[config.mk]
export PLATFORM = sky130hd
export DESIGN_NAME = wave_voice
export DESIGN_NICKNAME = d
export VERILOG_FILES = /design/src/rtl/wv_pkg.sv /design/src/rtl/wv_regs.sv /design/src/rtl/wv_table.sv /design/src/rtl/wv_phase.sv /design/src/rtl/wv_scale.sv /design/src/rtl/wave_voice.sv
export SDC_FILE = /design/constraint.sdc
export NUM_CORES = 1
export LEC_CHECK = 0
export ABC_AREA = 1
export BUFFER_PORTS_ARGS = -buffer_cell sky130_fd_sc_hd__buf_2
export CORE_MARGIN = 3
export CORE_UTILIZATION = 50
export DETAILED_ROUTE_END_ITERATION = 10
export GPL_TIMING_DRIVEN = 0
export HOLD_SLACK_MARGIN = 0.02
export PLACE_DENSITY = 0.76
export SLEW_MARGIN = 20
export SYNTH_ARGS = -nofsm -noshare
export SYNTH_HDL_FRONTEND = slang
export SYNTH_SLANG_ARGS = --single-unit
[constraint.sdc]
create_clock -name clk -period 3.1 [get_ports clk]
set_input_delay 0.31 -clock clk [delete_from_list [all_inputs] [get_ports clk]]
set_output_delay 0.31 -clock clk [all_outputs]
set_load 0.01 [all_outputs]
[src/rtl/wv_pkg.sv]
`timescale 1ns/1ps
package wv_pkg;
  // register select codes of the write port
  typedef enum logic [2:0] {
    A_FLO = 3'd0,
    A_FHI = 3'd1,
    A_CTL = 3'd2,
    A_VOL = 3'd3,
    A_WAV = 3'd4
  } reg_sel_e;

  // control byte, stored from the three top bits of the write data
  typedef struct packed {
    logic run;
    logic direct;
    logic noise;
  } ctl_t;
endpackage

[src/rtl/wv_regs.sv]
`timescale 1ns/1ps
module wv_regs
  import wv_pkg::*;
#(
  parameter int REG_W  = 8,
  parameter int FREQ_W = 12,
  parameter int VOL_W  = 4,
  parameter int SAMP_W = 5,
  parameter int IDX_W  = 5
) (
  input  logic              clk,
  input  logic              rst,
  input  logic              wr_en,
  input  logic [2:0]        wr_addr,
  input  logic [REG_W-1:0]  wr_data,
  output logic [FREQ_W-1:0] freq,
  output logic [VOL_W-1:0]  vol_l,
  output logic [VOL_W-1:0]  vol_r,
  output ctl_t              ctl,
  output logic              tbl_we,
  output logic [IDX_W-1:0]  tbl_waddr,
  output logic [SAMP_W-1:0] tbl_wdata,
  output logic [SAMP_W-1:0] dda
);
  localparam int HI_W = FREQ_W - REG_W;

  logic [REG_W-1:0]  lo_q;
  logic [HI_W-1:0]   hi_q;
  logic [IDX_W-1:0]  ptr_q;
  logic [SAMP_W-1:0] dda_q;
  logic hit_lo, hit_hi, hit_ctl, hit_vol, hit_wav;

  always_comb begin
    hit_lo  = wr_en && (wr_addr == A_FLO);
    hit_hi  = wr_en && (wr_addr == A_FHI);
    hit_ctl = wr_en && (wr_addr == A_CTL);
    hit_vol = wr_en && (wr_addr == A_VOL);
    hit_wav = wr_en && (wr_addr == A_WAV);
  end

  always_ff @(posedge clk) begin
    if (rst) begin
      lo_q  <= '0;
      hi_q  <= '0;
      ctl   <= '0;
      vol_l <= '0;
      vol_r <= '0;
    end else begin
      if (hit_lo)  lo_q <= wr_data;
      if (hit_hi)  hi_q <= wr_data[HI_W-1:0];
      if (hit_ctl) ctl  <= wr_data[REG_W-1 -: 3];
      if (hit_vol) begin
        vol_l <= wr_data[2*VOL_W-1:VOL_W];
        vol_r <= wr_data[VOL_W-1:0];
      end
    end
  end

  // table writes are diverted while the direct path is selected
  assign tbl_we    = hit_wav && !ctl.direct;
  assign tbl_waddr = ptr_q;
  assign tbl_wdata = wr_data[SAMP_W-1:0];

  always_ff @(posedge clk) begin
    if (rst) begin
      ptr_q <= '0;
    end else if (hit_ctl && !wr_data[REG_W-1]) begin
      ptr_q <= '0;
    end else if (tbl_we) begin
      ptr_q <= ptr_q + 1'b1;
    end
  end

  always_ff @(posedge clk) begin
    if (rst) begin
      dda_q <= '0;
    end else if (hit_wav && ctl.direct) begin
      dda_q <= wr_data[SAMP_W-1:0];
    end
  end

  assign freq = {hi_q, lo_q};
  assign dda  = dda_q;
endmodule

[src/rtl/wv_table.sv]
`timescale 1ns/1ps
module wv_table #(
  parameter int DEPTH  = 32,
  parameter int SAMP_W = 5,
  parameter int IDX_W  = $clog2(DEPTH)
) (
  input  logic              clk,
  input  logic              we,
  input  logic [IDX_W-1:0]  waddr,
  input  logic [SAMP_W-1:0] wdata,
  input  logic [IDX_W-1:0]  raddr,
  output logic [SAMP_W-1:0] rdata
);
  logic [SAMP_W-1:0] mem [DEPTH];

  // simple dual-port RAM, registered read, no reset on the array
  always_ff @(posedge clk) begin
    if (we) mem[waddr] <= wdata;
  end

  always_ff @(posedge clk) begin
    rdata <= mem[raddr];
  end
endmodule

[src/rtl/wv_phase.sv]
`timescale 1ns/1ps
module wv_phase #(
  parameter int FREQ_W   = 12,
  parameter int IDX_W    = 5,
  parameter int LFSR_W   = 15,
  parameter bit NOISE_EN = 1'b1
) (
  input  logic              clk,
  input  logic              rst,
  input  logic              run,
  input  logic [FREQ_W-1:0] freq,
  output logic [FREQ_W-1:0] cnt,
  output logic [IDX_W-1:0]  phase,
  output logic [LFSR_W-1:0] lfsr
);
  localparam logic [LFSR_W-1:0] SEED = LFSR_W'(1);

  logic tick;
  assign tick = run && (cnt == '0);

  always_ff @(posedge clk) begin
    if (rst) begin
      cnt   <= '0;
      phase <= '0;
    end else if (!run) begin
      cnt   <= freq;
      phase <= '0;
    end else if (tick) begin
      cnt   <= freq;
      phase <= phase + 1'b1;
    end else begin
      cnt   <= cnt - 1'b1;
    end
  end

  generate
    if (NOISE_EN) begin : g_noise
      logic [LFSR_W-1:0] sr_q;
      always_ff @(posedge clk) begin
        if (rst || !run) begin
          sr_q <= SEED;
        end else if (tick) begin
          sr_q <= {sr_q[LFSR_W-2:0], sr_q[LFSR_W-1] ^ sr_q[LFSR_W-2]};
        end
      end
      assign lfsr = sr_q;
    end else begin : g_quiet
      assign lfsr = SEED;
    end
  endgenerate
endmodule

[src/rtl/wv_scale.sv]
`timescale 1ns/1ps
module wv_scale #(
  parameter int SAMP_W = 5,
  parameter int VOL_W  = 4,
  parameter int OUT_W  = SAMP_W + VOL_W
) (
  input  logic              clk,
  input  logic              rst,
  input  logic              run,
  input  logic              direct,
  input  logic              noise_on,
  input  logic              noise_bit,
  input  logic [SAMP_W-1:0] tbl_q,
  input  logic [SAMP_W-1:0] dda,
  input  logic [VOL_W-1:0]  vol_l,
  input  logic [VOL_W-1:0]  vol_r,
  output logic [OUT_W-1:0]  left_out,
  output logic [OUT_W-1:0]  right_out
);
  logic [SAMP_W-1:0] samp;
  logic [VOL_W-1:0]  gain [2];
  logic [OUT_W-1:0]  prod_q [2];

  // source priority: stopped, direct, noise, table
  always_comb begin
    if (!run)          samp = '0;
    else if (direct)   samp = dda;
    else if (noise_on) samp = noise_bit ? '1 : '0;
    else               samp = tbl_q;
  end

  assign gain[0] = vol_l;
  assign gain[1] = vol_r;

  always_ff @(posedge clk) begin
    for (int s = 0; s < 2; s++) begin
      if (rst) prod_q[s] <= '0;
      else     prod_q[s] <= OUT_W'(samp) * OUT_W'(gain[s]);
    end
  end

  assign left_out  = prod_q[0];
  assign right_out = prod_q[1];
endmodule

[src/rtl/wave_voice.sv]
`timescale 1ns/1ps
module wave_voice
  import wv_pkg::*;
#(
  parameter int DEPTH    = 32,
  parameter int SAMP_W   = 5,
  parameter int FREQ_W   = 12,
  parameter int VOL_W    = 4,
  parameter int LFSR_W   = 15,
  parameter bit NOISE_EN = 1'b1
) (
  input  logic                      clk,
  input  logic                      rst,
  input  logic                      wr_en,
  input  logic [2:0]                wr_addr,
  input  logic [7:0]                wr_data,
  output logic [SAMP_W+VOL_W-1:0]   left_out,
  output logic [SAMP_W+VOL_W-1:0]   right_out
);
  localparam int IDX_W = $clog2(DEPTH);
  localparam int OUT_W = SAMP_W + VOL_W;
  localparam int REG_W = 8;

  logic [FREQ_W-1:0] freq;
  logic [VOL_W-1:0]  vol_l, vol_r;
  ctl_t              ctl;
  logic              tbl_we;
  logic [IDX_W-1:0]  tbl_waddr;
  logic [SAMP_W-1:0] tbl_wdata;
  logic [SAMP_W-1:0] dda;
  logic [FREQ_W-1:0] cnt;
  logic [IDX_W-1:0]  phase;
  logic [LFSR_W-1:0] lfsr;
  logic [SAMP_W-1:0] tbl_q;
  logic              noise_on;

  wv_regs #(.REG_W(REG_W), .FREQ_W(FREQ_W), .VOL_W(VOL_W),
            .SAMP_W(SAMP_W), .IDX_W(IDX_W)) u_regs (
    .clk(clk), .rst(rst), .wr_en(wr_en), .wr_addr(wr_addr), .wr_data(wr_data),
    .freq(freq), .vol_l(vol_l), .vol_r(vol_r), .ctl(ctl),
    .tbl_we(tbl_we), .tbl_waddr(tbl_waddr), .tbl_wdata(tbl_wdata), .dda(dda)
  );

  wv_table #(.DEPTH(DEPTH), .SAMP_W(SAMP_W), .IDX_W(IDX_W)) u_table (
    .clk(clk), .we(tbl_we), .waddr(tbl_waddr), .wdata(tbl_wdata),
    .raddr(phase), .rdata(tbl_q)
  );

  wv_phase #(.FREQ_W(FREQ_W), .IDX_W(IDX_W), .LFSR_W(LFSR_W),
             .NOISE_EN(NOISE_EN)) u_phase (
    .clk(clk), .rst(rst), .run(ctl.run), .freq(freq),
    .cnt(cnt), .phase(phase), .lfsr(lfsr)
  );

  assign noise_on = ctl.noise && NOISE_EN;

  wv_scale #(.SAMP_W(SAMP_W), .VOL_W(VOL_W), .OUT_W(OUT_W)) u_scale (
    .clk(clk), .rst(rst), .run(ctl.run), .direct(ctl.direct),
    .noise_on(noise_on), .noise_bit(lfsr[LFSR_W-1]),
    .tbl_q(tbl_q), .dda(dda), .vol_l(vol_l), .vol_r(vol_r),
    .left_out(left_out), .right_out(right_out)
  );
endmodule

==> flow_results.xml, run 1 <==
<?xml version="1.0" encoding="UTF-8"?>
<metrics>
  <group name="worst_setup_path">
    <metric name="worst-endpoint-required" unit="ns">3.50</metric>
    <metric name="timing.critical_path.fanout_max" unit="">5</metric>
    <metric name="timing.critical_path.from" unit="">u_regs.ctl[0]</metric>
    <metric name="timing_worst_setup_path_type" unit="">reg -&gt; reg</metric>
    <metric name="cp.arrival" unit="ns">3.51</metric>
    <metric name="timing.critical_path.to_type" unit="">flop</metric>
    <metric name="reg_to_reg_startpoint" unit="">u_regs.ctl[0]</metric>
    <metric name="critical_path.startpoint_type" unit="">flop</metric>
    <metric name="r2r.worst_path.cells" unit="">16</metric>
  </group>
  <group name="clock_network">
    <metric name="clkLatencyLatePin" unit="ns">0.54</metric>
    <metric name="cts-root-to-sink-buffers" unit="">3</metric>
    <metric name="clock-root-buffer" unit="">clkbuf_16</metric>
    <metric name="cts-buffers-inserted" unit="">27</metric>
    <metric name="clock_sink_count" unit="">248</metric>
    <metric name="tritoncts" unit="">done</metric>
    <metric name="number_of_levels_in_the_clock_h_tree" unit="">1</metric>
    <metric name="path_clk_slew" unit="ns">0.06</metric>
  </group>
  <group name="run_status">
    <metric name="run_status" unit="">finished, violations left</metric>
    <metric name="violations" unit="">setup timing</metric>
  </group>
  <group name="sta">
    <metric name="worst_hold_slack" unit="ns">0.1323</metric>
    <metric name="clock-skew-final" unit="ns">0.02258</metric>
    <metric name="crit_path_setup_slack_layout" unit="ns">-0.01163</metric>
    <metric name="worst_slew_pin_slew" unit="ns">0.8206</metric>
    <metric name="fin_setup_tns" unit="ns">-0.01163</metric>
    <metric name="post-route-period-util" unit="">1.004</metric>
    <metric name="timing.final.max_slew_violations" unit="">0</metric>
    <metric name="post-route-min-period" unit="ns">3.112</metric>
    <metric name="timing.fmax" unit="MHz">321.4</metric>
    <metric name="finalHoldViolCount" unit="">0</metric>
    <metric name="setup_viol_count_final" unit="">1</metric>
    <metric name="rsz0062_at_grt" unit="">yes</metric>
    <metric name="slew-limit-headroom" unit="">0.4529</metric>
  </group>
  <group name="place">
    <metric name="detailedPlacementHpwl" unit="um">17360</metric>
    <metric name="routabilityCongestion" unit="">0.9444</metric>
    <metric name="port_buffers" unit="">31</metric>
  </group>
  <group name="routing">
    <metric name="wl_per_cell" unit="um">16.09</metric>
    <metric name="post-route-drc-count" unit="">0</metric>
    <metric name="first_iter_violations" unit="">796</metric>
    <metric name="vias_per_inst" unit="">5.329</metric>
    <metric name="routed_wl" unit="um">26290</metric>
    <metric name="dr.pass1.iters" unit="">7</metric>
    <metric name="postRouteAntennaNets" unit="">0</metric>
    <metric name="route.vias.total" unit="">8707</metric>
  </group>
  <group name="global_route">
    <metric name="grt_antenna_before_repair" unit="">0</metric>
    <metric name="grt_first_pass_wirelength" unit="um">41980</metric>
    <metric name="grt_overflow" unit="">0</metric>
    <metric name="first_global_vias" unit="">8347</metric>
    <metric name="largest_net_degree_at_the_start_of_global_routing" unit="">37</metric>
    <metric name="grt.total_usage" unit="">0.2146</metric>
  </group>
  <group name="synth">
    <metric name="synth_compound_gate_area_share" unit="">0.06550</metric>
    <metric name="largest_family_of_logic_cells_by_synthesized_area" unit="">simple AND/OR/NAND/NOR gates</metric>
    <metric name="synthesis.yosys.warnings" unit="">0</metric>
    <metric name="synth_top_cells_by_area" unit="">edfxtp_1 (42%), dfxtp_1 (16%), nand2_1 (9.9%)</metric>
    <metric name="yosysUniqueCellTypes" unit="">32</metric>
    <metric name="synth.cell_area" unit="um^2">11350</metric>
    <metric name="synth-simple-area-share" unit="">0.2134</metric>
    <metric name="average_instance_area_after_synthesis" unit="um^2">9.020</metric>
    <metric name="synth-adder-area-share" unit="">0.05646</metric>
    <metric name="synth_top_area_frac" unit="">0.4234</metric>
    <metric name="muxShareOfSynthArea" unit="">0</metric>
    <metric name="synth.net_count" unit="">1316</metric>
    <metric name="synth_seq_cells" unit="">248</metric>
    <metric name="yosysTopAreaCell" unit="">edfxtp_1</metric>
    <metric name="synth-xor-area-share" unit="">0.005403</metric>
    <metric name="post_synth_inst_count" unit="">1258</metric>
    <metric name="yosysSeqAreaShare" unit="">0.5787</metric>
  </group>
  <group name="cells_and_area">
    <metric name="design.final.nets" unit="">1390</metric>
    <metric name="final_util" unit="">0.5906</metric>
    <metric name="layout.cells.most_common" unit="">nand2_1</metric>
    <metric name="layout-drive-gt1-share" unit="">0.1160</metric>
    <metric name="syn_to_final_growth" unit="%">15.00</metric>
    <metric name="highest_count_cells_in_the_layout_ignoring_fill_and_taps" unit="">nand2_1 (297), inv_1 (168), edfxtp_1 (160)</metric>
  </group>
  <group name="floorplan">
    <metric name="core_area" unit="um^2">22090</metric>
    <metric name="placement_rows" unit="">54</metric>
    <metric name="io-pin-count" unit="">32</metric>
    <metric name="die_span_in_x" unit="um">156.6</metric>
    <metric name="dieArea" unit="um^2">24540</metric>
    <metric name="die_h" unit="um">156.6</metric>
    <metric name="initial_standard_cell_utilization_of_the_core" unit="">0.5136</metric>
  </group>
  <group name="worst_hold_path">
    <metric name="hold_path.class" unit="">in -&gt; reg</metric>
    <metric name="whs_path_depth" unit="">3</metric>
    <metric name="worst_hold_startpoint" unit="">wr_data[5]</metric>
  </group>
  <group name="power_and_ir_drop">
    <metric name="power.ir.vdd_worst" unit="mV">0.5472</metric>
    <metric name="power.density_cell_area" unit="nW/um^2">547.0</metric>
    <metric name="leakage" unit="nW">5.484</metric>
  </group>
  <group name="flow_run">
    <metric name="maxCapViolations" unit="">0</metric>
  </group>
</metrics>
[worst paths after layout]
kind                           to  slack [ns]
max          u_scale.prod_q[1][5]       -0.01
min                u_regs.lo_q[5]        0.13
max reg2reg  u_scale.prod_q[1][5]       -0.01
min reg2reg         u_regs.dda[3]        0.45
[area by class of cell]
type / count / area [um^2]
fill: 1750 / 9045
sequential: 248 / 6575
multi-input combinational: 780 / 3996
clock buffer: 35 / 725.7
inverter: 182 / 688.2
tap: 280 / 350.3
timing repair buffer: 45 / 260.3
buffer: 48 / 231.5
clock inverter: 15 / 219.0
antenna: 1 / 2.502
[power by group]
part	internal (mW)	switching, mW
sequential	3.53	0.0126
clock	2.07	1.28
combinational	0.0674	0.172
[metrics by stage]
stage / cell area [um^2] / power (mW) / setup WS, ns / instances
2_1_floorplan: 11350 / 3.748 / 0.06432 / 1258
3_3_place_gp: 11850 / 3.837 / -0.3910 / 1569
3_5_place_dp: 11850 / 3.844 / -0.4409 / 1569
4_1_cts: 12960 / 7.169 / 0.0005691 / 1631
5_1_grt: 13050 / 7.337 / -0.1503 / 1633
6_report: 13050 / 7.138 / -0.01163 / 1634
[logic make-up after synthesis]
kind of cell	after synthesis
buffers and inverters	230
AND/OR/NAND/NOR	588
AO/OA/AOI/OAI	141
adder cells (fa/ha/maj)	44
XOR/XNOR	7
flip-flops	248
[synthesized netlist by cell type]
| cell type | instances |
|---|---|
| fa_1 | 12 |
| buf_4 | 4 |
| edfxtp_1 | 160 |
| dfxtp_1 | 88 |
| clkinv_1 | 1 |
| xnor2_1 | 1 |
| nand3b_1 | 2 |
| xor2_1 | 6 |
| o21ai_1 | 1 |
| nand3_1 | 118 |
| o31ai_1 | 2 |
| nand4_1 | 3 |
| buf_1 | 3 |
| a21o_1 | 2 |
| inv_1 | 177 |
| and2_1 | 2 |
| nor2_4 | 1 |
| nand2_1 | 299 |
| nand2_4 | 2 |
| nor3_1 | 8 |
| buf_2 | 17 |
| nor2_2 | 2 |
| o211ai_1 | 11 |
| o21ai_0 | 60 |
| a21oi_1 | 65 |
| nand2_2 | 2 |
| nor3b_1 | 1 |
| clkbuf_1 | 22 |
| buf_6 | 2 |
| ha_1 | 32 |
| nor2_1 | 148 |
| inv_2 | 4 |
[registers in the layout, summed over array words and instances (netlist names), 5 cells and up]
register	count
u_table.mem	160
u_scale.prod_q	18
u_phase.lfsr	15
u_phase.cnt	12
u_regs.lo_q	8
u_phase.phase	5
u_regs.dda	5
u_regs.tbl_waddr	5
u_table.rdata	5
[what timing repair did]
item                       4_1_cts  5_1_grt
pin swaps                       10       23
setup endpoints to repair       12        8
hold buffers                     0        0
gates resized for setup         20       25
buffers inserted                12        2
[critical path, stage by stage (launching register included)]
cell,delay (ns)
dfxtp_4,0.36
a21oi_4,0.19
nand2_1,0.08
o211ai_1,0.13
buf_4,0.19
nor2_1,0.06
fa_1,0.55
inv_2,0.04
fa_1,0.51
inv_2,0.05
ha_4,0.29
nand3_1,0.09
nand2_1,0.08
inv_2,0.05
buf_4,0.13
o21ai_2,0.12
a21oi_1,0.07
[per-layer routing]
| layer | track usage | vias to the layer above | share of wire |
|---|---|---|---|
| met4 | 0.07336 | 0 | 0.029 |
| met2 | 0.3545 | 313 | 0.48 |
| li1 | - | 4223 | - |
| met1 | 0.2911 | 4105 | 0.43 |
| met3 | 0.03319 | 66 | 0.069 |
| met5 | 0 | - | 0 |
No activity file was read; power rests on OpenSTA's default activity.
==> inputs of run 2 (changes only) <==
--- a/config.mk
+++ b/config.mk
@@ -8,11 +8,11 @@
 export ABC_AREA = 1
 export BUFFER_PORTS_ARGS = -buffer_cell sky130_fd_sc_hd__buf_2
 export CORE_MARGIN = 3
-export CORE_UTILIZATION = 50
+export CORE_UTILIZATION = 45
 export DETAILED_ROUTE_END_ITERATION = 10
 export GPL_TIMING_DRIVEN = 0
 export HOLD_SLACK_MARGIN = 0.02
-export PLACE_DENSITY = 0.76
+export PLACE_DENSITY = 0.7
 export SLEW_MARGIN = 20
 export SYNTH_ARGS = -nofsm -noshare
 export SYNTH_HDL_FRONTEND = slang
==> run 2 against run 1 <==
The run still ends with setup timing left. Cell area grew 0.19%. Fmax shrank 0.82%. Non-clock buffer count grew 5. Combinational power hardly changed. Critical endpoint is now u_scale.prod_q[1][7]. Register-to-register slack worse by 0.03 ns. Sequential cell count unchanged.
==> flow_results.xml, run 2 (same netlist as run 1, synthesis figures left out) <==
<?xml version="1.0" encoding="UTF-8"?>
<metrics>
  <group name="power_and_ir_drop">
    <metric name="power.ir.vdd_worst" unit="mV">0.4726</metric>
    <metric name="leakage" unit="nW">5.438</metric>
    <metric name="share_of_power_burned_in_registers" unit="">0.512</metric>
    <metric name="power.total" unit="mW">6.931</metric>
    <metric name="power.density_cell_area" unit="nW/um^2">530.2</metric>
    <metric name="pwr-share-comb" unit="">0.035</metric>
    <metric name="net_switching_power_of_the_design" unit="mW">1.421</metric>
    <metric name="internal_power" unit="mW">5.511</metric>
    <metric name="swShare" unit="">0.2049</metric>
    <metric name="clock_network_power_share" unit="">0.454</metric>
  </group>
  <group name="global_route">
    <metric name="grt.total_usage" unit="">0.2015</metric>
    <metric name="grt_antenna_before_repair" unit="">0</metric>
    <metric name="largest_net_degree_at_the_start_of_global_routing" unit="">37</metric>
    <metric name="grt_first_pass_wirelength" unit="um">43140</metric>
    <metric name="first_global_vias" unit="">8448</metric>
    <metric name="grt_overflow" unit="">0</metric>
  </group>
  <group name="run_status">
    <metric name="violations" unit="">setup timing</metric>
    <metric name="run_status" unit="">finished, violations left</metric>
  </group>
  <group name="place">
    <metric name="placed_area" unit="um^2">11910</metric>
    <metric name="detailedPlacementHpwl" unit="um">17690</metric>
    <metric name="routabilityCongestion" unit="">0.8894</metric>
    <metric name="port_buffers" unit="">31</metric>
  </group>
  <group name="worst_hold_path">
    <metric name="hold_path.class" unit="">in -&gt; reg</metric>
  </group>
  <group name="floorplan">
    <metric name="core_area" unit="um^2">24530</metric>
    <metric name="io-pin-count" unit="">32</metric>
    <metric name="dieArea" unit="um^2">27160</metric>
    <metric name="initial_standard_cell_utilization_of_the_core" unit="">0.4625</metric>
    <metric name="die_h" unit="um">164.8</metric>
    <metric name="placement_rows" unit="">57</metric>
    <metric name="die_span_in_x" unit="um">164.8</metric>
  </group>
  <group name="clock_network">
    <metric name="number_of_levels_in_the_clock_h_tree" unit="">1</metric>
    <metric name="path_clk_slew" unit="ns">0.06</metric>
    <metric name="clock_sink_count" unit="">248</metric>
    <metric name="clkLatencyLatePin" unit="ns">0.53</metric>
    <metric name="cts-buffers-inserted" unit="">26</metric>
    <metric name="hold_buffer_count_at_cts" unit="">0</metric>
    <metric name="tritoncts" unit="">done</metric>
    <metric name="cts-root-to-sink-buffers" unit="">3</metric>
    <metric name="clock-root-buffer" unit="">clkbuf_16</metric>
  </group>
  <group name="sta">
    <metric name="clock-skew-final" unit="ns">0.007666</metric>
    <metric name="crit_path_setup_slack_layout" unit="ns">-0.03744</metric>
    <metric name="post-route-min-period" unit="ns">3.137</metric>
    <metric name="timing.final.max_slew_violations" unit="">0</metric>
    <metric name="timing.fmax" unit="MHz">318.7</metric>
    <metric name="finalHoldViolCount" unit="">0</metric>
    <metric name="slew-limit-headroom" unit="">0.4623</metric>
    <metric name="post-route-period-util" unit="">1.012</metric>
    <metric name="rsz0062_at_grt" unit="">yes</metric>
    <metric name="setup_viol_count_final" unit="">2</metric>
    <metric name="worst_slew_pin_slew" unit="ns">0.8066</metric>
  </group>
  <group name="cells_and_area">
    <metric name="finalInstanceArea" unit="um^2">13070</metric>
    <metric name="top_register" unit="">u_table.mem</metric>
    <metric name="final.fill_count" unit="">2225</metric>
    <metric name="layout-drive-gt1-share" unit="">0.1180</metric>
    <metric name="layout.cells.most_common" unit="">nand2_1</metric>
    <metric name="highest_count_cells_in_the_layout_ignoring_fill_and_taps" unit="">nand2_1 (294), inv_1 (167), edfxtp_1 (160)</metric>
    <metric name="design.final.nets" unit="">1394</metric>
    <metric name="num_antenna_cells" unit="">0</metric>
    <metric name="largest_register_ff_count" unit="">160</metric>
    <metric name="syn_to_final_growth" unit="%">15.22</metric>
  </group>
  <group name="routing">
    <metric name="vias_per_inst" unit="">5.074</metric>
    <metric name="wl_per_cell" unit="um">15.91</metric>
    <metric name="routed_wl" unit="um">26730</metric>
    <metric name="post-route-drc-count" unit="">0</metric>
    <metric name="first_iter_violations" unit="">630</metric>
    <metric name="dr.pass1.iters" unit="">5</metric>
    <metric name="route.vias.total" unit="">8524</metric>
    <metric name="postRouteAntennaNets" unit="">0</metric>
  </group>
  <group name="worst_setup_path">
    <metric name="timing_worst_setup_path_type" unit="">reg -&gt; reg</metric>
    <metric name="timing.critical_path.to_type" unit="">flop</metric>
    <metric name="cp.arrival" unit="ns">3.57</metric>
    <metric name="timing.critical_path.fanout_max" unit="">5</metric>
    <metric name="worst-endpoint-required" unit="ns">3.53</metric>
    <metric name="critical_path.startpoint_type" unit="">flop</metric>
  </group>
  <group name="flow_run">
    <metric name="maxCapViolations" unit="">0</metric>
  </group>
</metrics>
[run 2: final timing paths]
check	start	end	slack (ns)	depth (start not counted)
min	wr_data[6]	u_regs.lo_q[6]	0.09	3
max reg2reg	u_phase.lfsr[14]	u_scale.prod_q[1][7]	-0.04	20
min reg2reg	u_regs.dda[3]	u_regs.dda[3]	0.45	2
max	u_phase.lfsr[14]	u_scale.prod_q[1][7]	-0.04	20
[run 2: per-layer routing]
metal  vias to the layer above  track usage  routed length (um)
met1                      3978       0.2685               11460
met4                         0      0.06024                 787
met3                        57      0.03135                1785
li1                       4233            -                   -
met2                       256       0.3409               12700
met5                         -            0                   0
[run 2: worst max-delay path, cell delays in order, from the launching register on]
cell and delay, ns:
dfxtp_4 0.37, a21oi_4 0.21, buf_6 0.13, nand2_2 0.03
o211ai_1 0.07, buf_4 0.16, buf_6 0.11, nor2_4 0.03
fa_1 0.52, inv_2 0.04, fa_1 0.52, inv_2 0.05
ha_4 0.22, a21oi_2 0.13, nand2_1 0.07, inv_2 0.07
nor2_2 0.04, nor2_2 0.10, nand2_1 0.06, nand2_1 0.05
nor2_1 0.04
[run 2: metrics by stage]
| step | setup TNS (ns) | util | hold slack [ns] | std cells | setup WS, ns |
|---|---|---|---|---|---|
| 2_1_floorplan | 0 | - | 0.4089 | 1258 | 0.06432 |
| 3_3_place_gp | -2.466 | 0.4854 | 0.4319 | 1613 | -0.4023 |
| 3_5_place_dp | -2.733 | 0.4854 | 0.4368 | 1613 | -0.4107 |
| 4_1_cts | 0 | 0.5271 | 0.08158 | 1674 | 0.01836 |
| 5_1_grt | -1.193 | 0.5329 | 0.1359 | 1680 | -0.1955 |
| 6_report | -0.06938 | 0.5329 | 0.09173 | 1680 | -0.03744 |
[run 2: final cells by class]
cell class                 count  area [um^2]  area share
buffer                        48        231.5     0.01771
clock buffer                  31        690.7     0.05283
clock inverter                17        175.2     0.01340
inverter                     182        683.2     0.05225
multi-input combinational    780         4010      0.3067
sequential                   248         6573      0.5027
tap                          324        405.4     0.03101
timing repair buffer          50        305.3     0.02335
[run 2: power by group through the flow]
stage	Clock [mW]	Combinational (mW)	Sequential, mW
after floorplan	0	0.135	3.61
after global placement	0	0.224	3.61
after detailed placement	0	0.230	3.62
after CTS	3.20	0.238	3.54
after global routing	3.34	0.274	3.55
final	3.15	0.241	3.55
[run 2: timing repair]
item	4_1_cts	5_1_grt
endpoints found under the setup margin	12	8
gates resized for setup	18	32
setup buffers	13	6
pin swaps	11	33
==> inputs of run 3 (changes only) <==
--- a/config.mk
+++ b/config.mk
@@ -8,11 +8,11 @@
 export ABC_AREA = 1
 export BUFFER_PORTS_ARGS = -buffer_cell sky130_fd_sc_hd__buf_2
 export CORE_MARGIN = 3
-export CORE_UTILIZATION = 45
+export CORE_UTILIZATION = 30
 export DETAILED_ROUTE_END_ITERATION = 10
 export GPL_TIMING_DRIVEN = 0
 export HOLD_SLACK_MARGIN = 0.02
-export PLACE_DENSITY = 0.7
+export PLACE_DENSITY = 0.53
 export SLEW_MARGIN = 20
 export SYNTH_ARGS = -nofsm -noshare
 export SYNTH_HDL_FRONTEND = slang
==> run 3 against run 2 <==
The flow now finishes without violations. Critical path depth shrank 1. Sequential share of layout area shrank 0.62 points. Fmax grew 3.2%. Core utilization fell by 17 points. Clock power is 2% lower. Critical path type unchanged. Critical endpoint is now u_scale.prod_q[0][7]. Largest cell class unchanged.
==> flow_results.xml, run 3 (same netlist as run 1, synthesis figures left out) <==
<?xml version="1.0" encoding="UTF-8"?>
<metrics>
  <group name="sta">
    <metric name="timing.fmax" unit="MHz">329.0</metric>
    <metric name="worst_slew_pin_slew" unit="ns">0.8662</metric>
    <metric name="worst_hold_slack" unit="ns">0.1252</metric>
    <metric name="slew-limit-headroom" unit="">0.4225</metric>
    <metric name="rsz0062_at_grt" unit="">yes</metric>
    <metric name="post-route-period-util" unit="">0.9805</metric>
    <metric name="timing.final.max_slew_violations" unit="">0</metric>
    <metric name="clock-skew-final" unit="ns">0.009504</metric>
    <metric name="finalHoldViolCount" unit="">0</metric>
    <metric name="setup_viol_count_final" unit="">0</metric>
    <metric name="post-route-min-period" unit="ns">3.039</metric>
  </group>
  <group name="clock_network">
    <metric name="clock-root-buffer" unit="">clkbuf_16</metric>
    <metric name="tritoncts" unit="">done</metric>
    <metric name="clock_sink_count" unit="">248</metric>
    <metric name="cts-buffers-inserted" unit="">26</metric>
    <metric name="number_of_levels_in_the_clock_h_tree" unit="">1</metric>
    <metric name="path_clk_slew" unit="ns">0.06</metric>
    <metric name="clkLatencyLatePin" unit="ns">0.54</metric>
    <metric name="cts-root-to-sink-buffers" unit="">3</metric>
    <metric name="hold_buffer_count_at_cts" unit="">0</metric>
  </group>
  <group name="cells_and_area">
    <metric name="layout.cells.most_common" unit="">nand2_1</metric>
    <metric name="finalInstanceArea" unit="um^2">13240</metric>
    <metric name="final_util" unit="">0.3582</metric>
    <metric name="num_antenna_cells" unit="">0</metric>
    <metric name="layout-drive-gt1-share" unit="">0.1109</metric>
    <metric name="syn_to_final_growth" unit="%">16.66</metric>
    <metric name="top_register" unit="">u_table.mem</metric>
    <metric name="design.final.nets" unit="">1390</metric>
    <metric name="highest_count_cells_in_the_layout_ignoring_fill_and_taps" unit="">nand2_1 (298), inv_1 (167), edfxtp_1 (160)</metric>
    <metric name="largest_register_ff_count" unit="">160</metric>
  </group>
  <group name="worst_setup_path">
    <metric name="cp_top_family" unit="">adder cells</metric>
    <metric name="timing.critical_path.fanout_max" unit="">4</metric>
    <metric name="cpMaxStageDelayCell" unit="">fa_1</metric>
    <metric name="critical_path.max_stage_delay" unit="ns">0.54</metric>
    <metric name="timing.critical_path.mode_cell" unit="">nand2_1</metric>
    <metric name="cp.arrival" unit="ns">3.47</metric>
    <metric name="timing_worst_setup_path_type" unit="">reg -&gt; reg</metric>
    <metric name="worst-endpoint-required" unit="ns">3.53</metric>
    <metric name="critical_path.startpoint_type" unit="">flop</metric>
    <metric name="timing.critical_path.buf_inv" unit="">5</metric>
    <metric name="crit_chain" unit="">a21oi_4, nand2_1, o211ai_1, buf_4, buf_4, nor2_1, fa_1, inv_2, fa_1, inv_2, ha_4, a21oi_2, nand2_1, inv_2, nor2_2, nor2_2, nand2_1, nand2_1, nor2_1</metric>
    <metric name="timing.critical_path.to_type" unit="">flop</metric>
  </group>
  <group name="global_route">
    <metric name="first_global_vias" unit="">8112</metric>
    <metric name="grt_overflow" unit="">0</metric>
    <metric name="grt_first_pass_wirelength" unit="um">43830</metric>
    <metric name="grt_antenna_before_repair" unit="">0</metric>
    <metric name="grt.total_usage" unit="">0.1357</metric>
    <metric name="largest_net_degree_at_the_start_of_global_routing" unit="">37</metric>
  </group>
  <group name="routing">
    <metric name="postRouteAntennaNets" unit="">0</metric>
    <metric name="vias_per_inst" unit="">4.503</metric>
    <metric name="wl_per_cell" unit="um">14.91</metric>
    <metric name="route.vias.total" unit="">8357</metric>
    <metric name="routed_wl" unit="um">27680</metric>
    <metric name="post-route-drc-count" unit="">0</metric>
    <metric name="dr.pass1.iters" unit="">5</metric>
    <metric name="first_iter_violations" unit="">634</metric>
  </group>
  <group name="flow_run">
    <metric name="maxCapViolations" unit="">0</metric>
  </group>
  <group name="power_and_ir_drop">
    <metric name="pwr-share-comb" unit="">0.035</metric>
    <metric name="power.density_cell_area" unit="nW/um^2">520.3</metric>
    <metric name="leakage" unit="nW">5.449</metric>
    <metric name="net_switching_power_of_the_design" unit="mW">1.451</metric>
    <metric name="power.ir.vdd_worst" unit="mV">0.3697</metric>
    <metric name="internal_power" unit="mW">5.436</metric>
    <metric name="power.total" unit="mW">6.887</metric>
    <metric name="swShare" unit="">0.2107</metric>
    <metric name="clock_network_power_share" unit="">0.450</metric>
    <metric name="share_of_power_burned_in_registers" unit="">0.515</metric>
  </group>
  <group name="floorplan">
    <metric name="core_area" unit="um^2">36960</metric>
    <metric name="die_h" unit="um">200.5</metric>
    <metric name="initial_standard_cell_utilization_of_the_core" unit="">0.3070</metric>
    <metric name="die_span_in_x" unit="um">200.5</metric>
    <metric name="placement_rows" unit="">70</metric>
    <metric name="dieArea" unit="um^2">40190</metric>
    <metric name="io-pin-count" unit="">32</metric>
  </group>
  <group name="place">
    <metric name="routabilityCongestion" unit="">0.8136</metric>
    <metric name="port_buffers" unit="">31</metric>
    <metric name="detailedPlacementHpwl" unit="um">18720</metric>
    <metric name="placed_area" unit="um^2">12130</metric>
  </group>
  <group name="run_status">
    <metric name="run_status" unit="">finished, final reports clean</metric>
  </group>
  <group name="worst_hold_path">
    <metric name="hold_path.class" unit="">in -&gt; reg</metric>
  </group>
</metrics>
==> run 3: area by class of cell <==
class / instances / area [um^2]
Sequential cell: 248 / 6573
Timing Repair Buffer: 46 / 275.3
Multi-Input combinational cell: 780 / 3995
Clock inverter: 15 / 146.4
Fill cell: 3833 / 23720
Inverter: 182 / 688.2
Clock buffer: 33 / 698.2
Tap cell: 504 / 630.6
Buffer: 48 / 231.5
==> run 3: final timing paths <==
kind	startpoint	endpoint	slack, ns	cells after the start
worst min register to register	u_regs.dda[2]	u_regs.dda[2]	0.45	2
worst max register to register	u_regs.ctl[0]	u_scale.prod_q[0][7]	0.06	19
worst min-delay path	wr_data[6]	u_regs.lo_q[6]	0.13	3
worst max-delay path	u_regs.ctl[0]	u_scale.prod_q[0][7]	0.06	19
==> run 3: metrics by stage <==
| step | setup WS, ns | cells | TNS (ns) |
|---|---|---|---|
| 2_1_floorplan | 0.06432 | 1258 | 0 |
| 3_3_place_gp | -0.4701 | 1793 | -3.122 |
| 3_5_place_dp | -0.4693 | 1793 | -3.230 |
| 4_1_cts | 0.001988 | 1854 | 0 |
| 5_1_grt | -0.1236 | 1856 | -0.3250 |
| 6_report | 0.06058 | 1856 | 0 |
==> run 3: metal layers <==
layer  wire length, um  GRT usage  vias to the layer above
li1                  -          -                     4219
met1             13070     0.1833                     3973
met2             12940     0.2269                      123
met3               929    0.01686                       42
met4               736    0.04492                        0
met5                 0          0                        -
==> run 3: power by group through the flow <==
stage / logic (mW) / registers [mW] / clock network, mW
final: 0.241 / 3.54 / 3.10
after CTS: 0.241 / 3.54 / 3.17
after detailed placement: 0.235 / 3.62 / 0
after floorplan: 0.135 / 3.61 / 0
after global routing: 0.273 / 3.54 / 3.31
after global placement: 0.234 / 3.61 / 0
==> run 3: worst register-to-register path: stages, from the launching register on <==
cell	delay (ns)
dfxtp_2	0.34
a21oi_4	0.19
nand2_1	0.09
o211ai_1	0.10
buf_4	0.17
buf_4	0.12
nor2_1	0.04
fa_1	0.49
inv_2	0.04
fa_1	0.54
inv_2	0.05
ha_4	0.23
a21oi_2	0.13
nand2_1	0.07
inv_2	0.07
nor2_2	0.04
nor2_2	0.09
nand2_1	0.06
nand2_1	0.05
nor2_1	0.04
==> run 3: repair_timing <==
item                       in CTS  in global routing
buffers inserted               13                  2
gates resized for setup        18                 27
setup endpoints to repair      12                  8
pin swaps                      12                 22
